===== src/rtl/nvbg_pkg.sv =====
// Package: shared state encoding for the bank guard.
// Assumes: only the power sequencer writes the state; other modules only read it.
package nvbg_pkg;
    typedef enum logic [1:0] {
        PS_RECOVER = 2'd0,
        PS_ACTIVE  = 2'd1,
        PS_HOLD    = 2'd2,
        PS_PROTECT = 2'd3
    } pwr_state_t;
endpackage


===== src/rtl/nvbg_sync.sv =====
// Module: multi-stage flip-flop synchroniser for a bundle of slow flags.
// Assumes: each bit is independent and quasi-static; reset clears every stage.
module nvbg_sync #(
    parameter int WIDTH  = 3,
    parameter int STAGES = 2
) (
    input  logic             clk,
    input  logic             rst_n,
    input  logic [WIDTH-1:0] din,
    output logic [WIDTH-1:0] dout
);
    logic [WIDTH-1:0] stage_q [STAGES];

    for (genvar g = 0; g < STAGES; g++) begin : g_stage
        if (g == 0) begin : g_first
            // Purpose: capture the asynchronous input.
            always_ff @(posedge clk) begin
                if (!rst_n) stage_q[g] <= '0;
                else        stage_q[g] <= din;
            end
        end else begin : g_next
            // Purpose: resolve metastability in the following stage.
            always_ff @(posedge clk) begin
                if (!rst_n) stage_q[g] <= '0;
                else        stage_q[g] <= stage_q[g-1];
            end
        end
    end

    assign dout = stage_q[STAGES-1];
endmodule


===== src/rtl/nvbg_power_fsm.sv =====
// Module: power sequencer. Tracks recovery, normal operation, a held access and protection.
// Assumes: fail_s is already synchronised; reset starts a recovery interval.
module nvbg_power_fsm
    import nvbg_pkg::*;
#(
    parameter int REC_CYCLES = 200
) (
    input  logic       clk,
    input  logic       rst_n,
    input  logic       fail_s,
    input  logic       mem_en_n,
    output pwr_state_t state,
    output logic       recov_done,
    output logic       pwr_fail_n
);
    localparam int REC_W = (REC_CYCLES > 2) ? $clog2(REC_CYCLES) : 1;
    localparam logic [REC_W-1:0] REC_LAST = REC_W'(REC_CYCLES - 1);

    pwr_state_t       state_d;
    logic [REC_W-1:0] rec_cnt, rec_cnt_d;

    // Purpose: choose the next power state and the recovery count.
    always_comb begin
        state_d    = state;
        rec_cnt_d  = rec_cnt;
        recov_done = 1'b0;
        case (state)
            PS_RECOVER: begin
                if (fail_s) begin
                    state_d = PS_PROTECT;
                end else if (rec_cnt == REC_LAST) begin
                    state_d    = PS_ACTIVE;
                    recov_done = 1'b1;
                end else begin
                    rec_cnt_d = rec_cnt + 1'b1;
                end
            end
            PS_ACTIVE:  if (fail_s) state_d = mem_en_n ? PS_PROTECT : PS_HOLD;
            PS_HOLD:    if (mem_en_n) state_d = PS_PROTECT;
            PS_PROTECT: if (!fail_s) begin
                state_d   = PS_RECOVER;
                rec_cnt_d = '0;
            end
            default:    state_d = PS_PROTECT;
        endcase
    end

    // Purpose: hold state and count; reset enters recovery from zero.
    always_ff @(posedge clk) begin
        if (!rst_n) begin
            state   <= PS_RECOVER;
            rec_cnt <= '0;
        end else begin
            state   <= state_d;
            rec_cnt <= rec_cnt_d;
        end
    end

    assign pwr_fail_n = (state == PS_ACTIVE);

    // power-fail lifts only right after the recovery count reached its end.
    a_r6_recovery_complete: assert property (@(posedge clk) disable iff (!rst_n)
        $rose(pwr_fail_n) |-> ($past(rec_cnt) == REC_LAST));
    // the first cycle after reset is still protected.
    a_r7_reset_protected: assert property (@(posedge clk) disable iff (!rst_n)
        $past(!rst_n) |-> !pwr_fail_n);
    // a synchronised fault always takes the sequencer out of normal operation.
    a_r4_fault_leaves_active: assert property (@(posedge clk) disable iff (!rst_n)
        (state == PS_ACTIVE && fail_s) |=> (state != PS_ACTIVE));
endmodule


===== src/rtl/nvbg_batt_guard.sv =====
// Module: battery warning latch and completed-access counter. Flags the second access.
// Assumes: both_low_s is synchronised; recov_done pulses once as recovery ends.
module nvbg_batt_guard (
    input  logic clk,
    input  logic rst_n,
    input  logic both_low_s,
    input  logic recovering,
    input  logic recov_done,
    input  logic active,
    input  logic mem_en_n,
    output logic inhibit
);
    logic       warn;
    logic       prev_en_n;
    logic       cyc_open;
    logic [1:0] cyc_cnt;

    // Purpose: latch the warning at power-up and count completed accesses, saturating at two.
    always_ff @(posedge clk) begin
        if (!rst_n) begin
            warn      <= 1'b0;
            prev_en_n <= 1'b1;
            cyc_open  <= 1'b0;
            cyc_cnt   <= 2'd0;
        end else begin
            prev_en_n <= mem_en_n;
            if (recovering) begin
                cyc_open <= 1'b0;
                cyc_cnt  <= 2'd0;
                if (recov_done) warn <= both_low_s;
            end else if (active) begin
                if (prev_en_n && !mem_en_n) begin
                    cyc_open <= 1'b1;
                end else if (!prev_en_n && mem_en_n && cyc_open) begin
                    cyc_open <= 1'b0;
                    if (cyc_cnt != 2'd2) cyc_cnt <= cyc_cnt + 2'd1;
                end
            end
        end
    end

    assign inhibit = warn && (cyc_cnt == 2'd1);

    // the access counter never passes its saturation value.
    a_r9_count_saturates: assert property (@(posedge clk) disable iff (!rst_n)
        cyc_cnt <= 2'd2);
    // the warning changes only while a recovery interval is running.
    a_r8_warn_sampled_at_powerup: assert property (@(posedge clk) disable iff (!rst_n)
        !recovering |=> $stable(warn));
endmodule


===== src/rtl/nvbg_decoder.sv =====
// Module: binary to one-hot decoder, active high.
// Assumes: NUM fits in the address width.
module nvbg_decoder #(
    parameter int NUM    = 16,
    parameter int ADDR_W = 4
) (
    input  logic [ADDR_W-1:0] addr,
    output logic [NUM-1:0]    onehot
);
    for (genvar g = 0; g < NUM; g++) begin : g_dec
        assign onehot[g] = (addr == ADDR_W'(g));
    end
endmodule


===== src/rtl/nvram_bank_guard.sv =====
// Module: top of the bank guard. Decodes the RAM selects and gates them by the power state,
// holding an in-flight access across a supply fault.
// Assumes: bank_addr and mem_en_n are synchronous to clk; the fault and battery flags are not.
module nvram_bank_guard
    import nvbg_pkg::*;
#(
    parameter int NUM_BANKS   = 16,
    parameter int REC_CYCLES  = 200,
    parameter int SYNC_STAGES = 2
) (
    input  logic                         clk,
    input  logic                         rst_n,
    input  logic [$clog2(NUM_BANKS)-1:0] bank_addr,
    input  logic                         mem_en_n,
    input  logic                         supply_fail,
    input  logic                         batt_low_a,
    input  logic                         batt_low_b,
    output logic [NUM_BANKS-1:0]         ram_sel_n,
    output logic                         pwr_fail_n
);
    localparam int ADDR_W = $clog2(NUM_BANKS);

    logic [2:0]           flags_s;
    pwr_state_t           state;
    logic                 recov_done;
    logic                 inhibit;
    logic [NUM_BANKS-1:0] onehot;
    logic [NUM_BANKS-1:0] live_sel;
    logic [NUM_BANKS-1:0] held_sel;

    nvbg_sync #(.WIDTH(3), .STAGES(SYNC_STAGES)) u_sync (
        .clk  (clk),
        .rst_n(rst_n),
        .din  ({batt_low_b, batt_low_a, supply_fail}),
        .dout (flags_s)
    );

    nvbg_power_fsm #(.REC_CYCLES(REC_CYCLES)) u_fsm (
        .clk       (clk),
        .rst_n     (rst_n),
        .fail_s    (flags_s[0]),
        .mem_en_n  (mem_en_n),
        .state     (state),
        .recov_done(recov_done),
        .pwr_fail_n(pwr_fail_n)
    );

    nvbg_batt_guard u_batt (
        .clk       (clk),
        .rst_n     (rst_n),
        .both_low_s(flags_s[1] & flags_s[2]),
        .recovering(state == PS_RECOVER),
        .recov_done(recov_done),
        .active    (state == PS_ACTIVE),
        .mem_en_n  (mem_en_n),
        .inhibit   (inhibit)
    );

    nvbg_decoder #(.NUM(NUM_BANKS), .ADDR_W(ADDR_W)) u_dec (
        .addr  (bank_addr),
        .onehot(onehot)
    );

    assign live_sel = ~(onehot & {NUM_BANKS{!mem_en_n && !inhibit}});

    // Purpose: track the live selects while active so a held access keeps them.
    always_ff @(posedge clk) begin
        if (!rst_n)                 held_sel <= '1;
        else if (state == PS_ACTIVE) held_sel <= live_sel;
    end

    // Purpose: pick the select source by power state.
    always_comb begin
        case (state)
            PS_ACTIVE: ram_sel_n = live_sel;
            PS_HOLD:   ram_sel_n = held_sel | {NUM_BANKS{mem_en_n}};
            default:   ram_sel_n = '1;
        endcase
    end

    // never more than one select active.
    a_r1_at_most_one: assert property (@(posedge clk) disable iff (!rst_n)
        $countones(~ram_sel_n) <= 1);
    // with power failed and no access open, all selects are inactive.
    a_r4_blocked_when_failed: assert property (@(posedge clk) disable iff (!rst_n)
        (!pwr_fail_n && mem_en_n) |-> (&ram_sel_n));
    // a held access keeps its selects steady while the enable stays low.
    a_r5_hold_steady: assert property (@(posedge clk) disable iff (!rst_n)
        (state == PS_HOLD && $past(state == PS_HOLD) && !mem_en_n) |-> $stable(ram_sel_n));
endmodule


===== config.mk =====
export PLATFORM = sky130hd
export DESIGN_NAME = nvram_bank_guard
export DESIGN_NICKNAME = d
export VERILOG_FILES = /design/src/rtl/nvbg_pkg.sv /design/src/rtl/nvbg_sync.sv /design/src/rtl/nvbg_power_fsm.sv /design/src/rtl/nvbg_batt_guard.sv /design/src/rtl/nvbg_decoder.sv /design/src/rtl/nvram_bank_guard.sv
export SDC_FILE = /design/constraint.sdc
export NUM_CORES = 1
export LEC_CHECK = 0
export ABC_AREA = 1
export BUFFER_PORTS_ARGS = -buffer_cell sky130_fd_sc_hd__buf_2
export CAP_MARGIN = 15
export CORE_ASPECT_RATIO = 1.1
export CORE_UTILIZATION = 40
export DETAILED_ROUTE_END_ITERATION = 7
export PLACE_DENSITY = 0.59
export SLEW_MARGIN = 30
export SYNTH_ARGS = -nofsm -noshare
export SYNTH_HDL_FRONTEND = slang
export SYNTH_SLANG_ARGS = --single-unit

===== constraint.sdc =====
create_clock -name clk -period 2.9 [get_ports clk]
set_clock_uncertainty 0.05 [all_clocks]
set_input_delay 0 -clock clk [delete_from_list [all_inputs] [get_ports clk]]
set_output_delay 0 -clock clk [all_outputs]
set_load 0.01 [all_outputs]

==> impl_metrics.prom <==
# TYPE chip_impl_metric gauge
chip_impl_metric{name="detail_route.drc_violations",unit=""} 0
chip_impl_metric{name="initial_antenna_violation_count",unit=""} 0
chip_impl_metric{name="timing.max_slew.rel_slack",unit="%"} 55.27
chip_impl_info{name="cell_with_the_most_instances_after_synthesis",value="sky130_fd_sc_hd__nand2_1"} 1
chip_impl_metric{name="number_of_iterations_in_the_first_detailed_routing_pass",unit=""} 4
chip_impl_metric{name="tritoncts_sinks",unit=""} 37
chip_impl_info{name="unrepaired_setup_endpoints_after_global_routing",value="no"} 1
chip_impl_metric{name="timing.fmax",unit="MHz"} 524.4
chip_impl_metric{name="global_route.overflow_total",unit=""} 0
chip_impl_metric{name="number_of_filler_instances_in_the_final_layout",unit=""} 472
chip_impl_metric{name="place_congestion",unit=""} 0.7935
chip_impl_info{name="synth_common_cells",value="sky130_fd_sc_hd__nand2_1 (61), sky130_fd_sc_hd__dfxtp_1 (37), sky130_fd_sc_hd__o21ai_0 (35)"} 1
chip_impl_info{name="min_path_type",value="input pin to flop"} 1
chip_impl_metric{name="finish.utilization",unit="%"} 47.39
chip_impl_metric{name="drive_above_1_share",unit="%"} 15.86
chip_impl_metric{name="switching_share",unit="%"} 43.35
chip_impl_metric{name="hpwlAfterDp",unit="um"} 2866
chip_impl_metric{name="io_pins",unit=""} 27
chip_impl_metric{name="core_area",unit="sq mm"} 0.004652
chip_impl_metric{name="wire_length_per_cell_after_detailed_routing",unit="um"} 11.44
chip_impl_metric{name="synth_warnings",unit=""} 0
chip_impl_metric{name="setup_ws",unit="ns"} 0.9929
chip_impl_metric{name="place_ws",unit="ns"} 1.267
chip_impl_info{name="postSynth.topFlopCell",value="sky130_fd_sc_hd__dfxtp_1"} 1
chip_impl_metric{name="yosysSeqAreaShare",unit="%"} 38.22
chip_impl_info{name="clockRootBuffer",value="sky130_fd_sc_hd__clkbuf_8"} 1
chip_impl_metric{name="antenna_viol_nets_final",unit=""} 0
chip_impl_metric{name="critical_path_arrival",unit="ns"} 1.86
chip_impl_info{name="tritoncts",value="built"} 1
chip_impl_metric{name="clock_insertion_delay_worst_skew",unit="ns"} 0.29
chip_impl_metric{name="critical_path_required",unit="ns"} 2.85
chip_impl_metric{name="totalWireLength",unit="um"} 4177
chip_impl_metric{name="post_cts_resize_count",unit=""} 0
chip_impl_metric{name="timing_worst_slew_pin_value",unit="ns"} 0.6703
chip_impl_metric{name="fin_cells",unit=""} 365
chip_impl_metric{name="place_inst",unit=""} 353
chip_impl_info{name="critPathKind",value="flop to primary output"} 1
chip_impl_metric{name="fin_hold_ws",unit="ns"} 0.07732
chip_impl_metric{name="setup_viol",unit=""} 0
chip_impl_metric{name="setup-tns-final",unit="ns"} 0
chip_impl_info{name="endpoint_kind",value="primary output"} 1
chip_impl_metric{name="vias_per_cell",unit=""} 5.041
chip_impl_metric{name="io_buffer_count",unit=""} 26
chip_impl_metric{name="die_height",unit="um"} 75.01
chip_impl_metric{name="layout_min_cycle_time",unit="ns"} 1.907
chip_impl_metric{name="syn_to_final_growth",unit="%"} 13.75
chip_impl_metric{name="drt_iter0_markers",unit=""} 87
chip_impl_info{name="r2r-start",value="u_fsm.state[0]"} 1
chip_impl_metric{name="design.final.nets",unit=""} 325
chip_impl_metric{name="grt_pass1_vias",unit=""} 1628
chip_impl_metric{name="clock_network_fraction_of_total_power",unit="%"} 16.5
chip_impl_info{name="timing.hold.worst.start",value="bank_addr[3]"} 1
chip_impl_metric{name="register_area",unit="sq um"} 740.7
chip_impl_metric{name="cts_max_level",unit=""} 2
chip_impl_metric{name="p_leak",unit="nW"} 0.9677
chip_impl_info{name="worstSetupStartpoint",value="u_batt.cyc_cnt[1]"} 1
chip_impl_metric{name="number_of_flops_mapped_to_enable_cells_by_yosys",unit=""} 0
chip_impl_metric{name="synth.avg_cell_area",unit="sq um"} 6.824
chip_impl_metric{name="min_path_cells",unit=""} 4
chip_impl_metric{name="synth_fp_nets",unit=""} 301
chip_impl_metric{name="antenna_cells",unit=""} 0
chip_impl_metric{name="final-max-slew-violation-count",unit=""} 0
chip_impl_metric{name="row_count",unit=""} 26
chip_impl_metric{name="worstPathMaxFanout",unit=""} 4
chip_impl_metric{name="ys_seq_elements",unit=""} 37
chip_impl_metric{name="initial_core_util",unit="%"} 41.66
chip_impl_metric{name="powerDensity",unit="mW/mm^2"} 952.4
chip_impl_metric{name="combPwrFrac",unit="%"} 50.6
chip_impl_metric{name="total_power",unit="mW"} 2.100
chip_impl_metric{name="multiInputGateArea",unit="sq mm"} 0.001021
chip_impl_metric{name="detailed_place.area",unit="sq mm"} 0.002082
chip_impl_metric{name="grt_usage",unit="%"} 18.74
chip_impl_info{name="yosys.area.top_type",value="sky130_fd_sc_hd__dfxtp_1"} 1
chip_impl_metric{name="max_cap_violations",unit=""} 0
chip_impl_metric{name="postSynthCellCount",unit=""} 284
chip_impl_metric{name="clk_transition_reported_paths",unit="ns"} 0.07
chip_impl_metric{name="detailroute.via_count",unit=""} 1840
chip_impl_metric{name="netlist_area",unit="sq mm"} 0.001938
chip_impl_metric{name="ys_async_sr_fraction",unit="%"} 0
chip_impl_metric{name="cts_max_path_buffers",unit=""} 2
chip_impl_metric{name="finalInstanceArea",unit="sq mm"} 0.002205
chip_impl_metric{name="worst_ir_drop_vdd",unit="mV"} 0.5114
chip_impl_metric{name="power_switching",unit="mW"} 0.9102
chip_impl_metric{name="worst_r2r_path_depth",unit=""} 8
chip_impl_metric{name="layout_worst_path_cycle_share",unit="%"} 65.76
chip_impl_metric{name="seqPwrFrac",unit="%"} 32.9
chip_impl_metric{name="grt_first_pass_wirelength",unit="um"} 7176
chip_impl_info{name="synth_top_cells_by_area",value="sky130_fd_sc_hd__dfxtp_1 (38%), sky130_fd_sc_hd__nand2_1 (12%), sky130_fd_sc_hd__o21ai_0 (9.0%), sky130_fd_sc_hd__nand3_1 (8.0%), sky130_fd_sc_hd__a21oi_1 (6.2%)"} 1
chip_impl_metric{name="cts-buffers-inserted",unit=""} 5
chip_impl_metric{name="synth_top_cell_area_share",unit="%"} 38.22
chip_impl_metric{name="die_x",unit="um"} 68.37
chip_impl_metric{name="grt_start_max_net_pins",unit=""} 22
chip_impl_info{name="startpoint_types",value="flop"} 1
chip_impl_metric{name="die_area",unit="sq mm"} 0.005128
chip_impl_info{name="result_of_the_run",value="finished clean"} 1
chip_impl_metric{name="synth.lib_cells_used.distinct",unit=""} 27
chip_impl_metric{name="final_hold_viol_count",unit=""} 0
chip_impl_metric{name="power_report.internal_total",unit="mW"} 1.189
[final cells by class]
cell class | instances | share of cell area (%)
multi-input cells | 203 | 46.31
flip-flops and latches | 37 | 33.60
repair buffers | 31 | 8.059
inverters | 30 | 5.108
clock buffers | 6 | 3.292
well taps | 56 | 3.178
clock inverters | 2 | 0.4540
[flip-flops by register name, indices dropped and copies added, names as in the netlist]
name	cells
u_fsm.state	2
u_batt.cyc_cnt	2
u_batt.warn	1
u_sync.stage_q	6
held_sel	16
u_batt.cyc_open	1
u_batt.prev_en_n	1
u_fsm.rec_cnt	8
[placed cells by master, fill, tap and decap left out, types with 3 or more instances in the layout]
cell and count:
sky130_fd_sc_hd__nand2_2 3, sky130_fd_sc_hd__clkbuf_8 5, sky130_fd_sc_hd__dfxtp_1 37, sky130_fd_sc_hd__nor2_1 24
sky130_fd_sc_hd__buf_2 26, sky130_fd_sc_hd__ha_1 7, sky130_fd_sc_hd__a21oi_1 24, sky130_fd_sc_hd__inv_1 27
sky130_fd_sc_hd__nand3_2 4, sky130_fd_sc_hd__o21ai_0 35, sky130_fd_sc_hd__inv_2 3, sky130_fd_sc_hd__nand2_1 61
sky130_fd_sc_hd__dlygate4sd3_1 4, sky130_fd_sc_hd__nand3_1 31
[worst paths after layout]
kind	endpoint	slack, ns
setup / recovery	ram_sel_n[7]	0.99
hold / removal	held_sel[11]	0.08
setup reg to reg	u_fsm.rec_cnt[2]	1.25
hold reg to reg	u_sync.stage_q[1][0]	0.36
[routing by layer]
layer / wire length, um / vias to the layer above / GRT usage [%] / part of all wire, %
met5: 0 / - / 0 / 0
met4: 53 / 0 / 7.176 / 1.3
met3: 200 / 5 / 4.545 / 4.8
met2: 1870 / 35 / 29.52 / 45
met1: 2053 / 826 / 24.58 / 49
li1: - / 974 / - / -
[cells by family after synthesis]
family          Yosys count  synth area share, %
fa+ha+maj                 7                4.519
buf+inv                  44                9.103
compound gates           66                17.88
flops                    37                38.22
simple gates            130                30.28
[power groups by stage]
stage / Clock [mW] / Sequential [mW] / Combinational, mW
after floorplan: 0 / 0.687 / 0.775
after CTS: 0.362 / 0.690 / 1.07
after detailed placement: 0 / 0.700 / 1.06
final: 0.346 / 0.691 / 1.06
after global placement: 0 / 0.701 / 1.06
after global routing: 0.381 / 0.709 / 1.22
[worst max-delay path, cell delays in order, from the launching register on]
cell and delay, ns:
sky130_fd_sc_hd__dfxtp_1 0.36, sky130_fd_sc_hd__inv_1 0.05, sky130_fd_sc_hd__ha_1 0.20, sky130_fd_sc_hd__a21oi_2 0.20, sky130_fd_sc_hd__nand3_1 0.18, sky130_fd_sc_hd__o21ai_0 0.31, sky130_fd_sc_hd__nand3_1 0.11, sky130_fd_sc_hd__buf_2 0.17
[what timing repair did]
| action | 4_1_cts | 5_1_grt |
|---|---|---|
| hold buffers | 4 | 0 |
| buffers inserted | 0 | 0 |
| hold endpoints to repair | 4 | 0 |
Note: power is estimated with default switching activity, not from simulation.
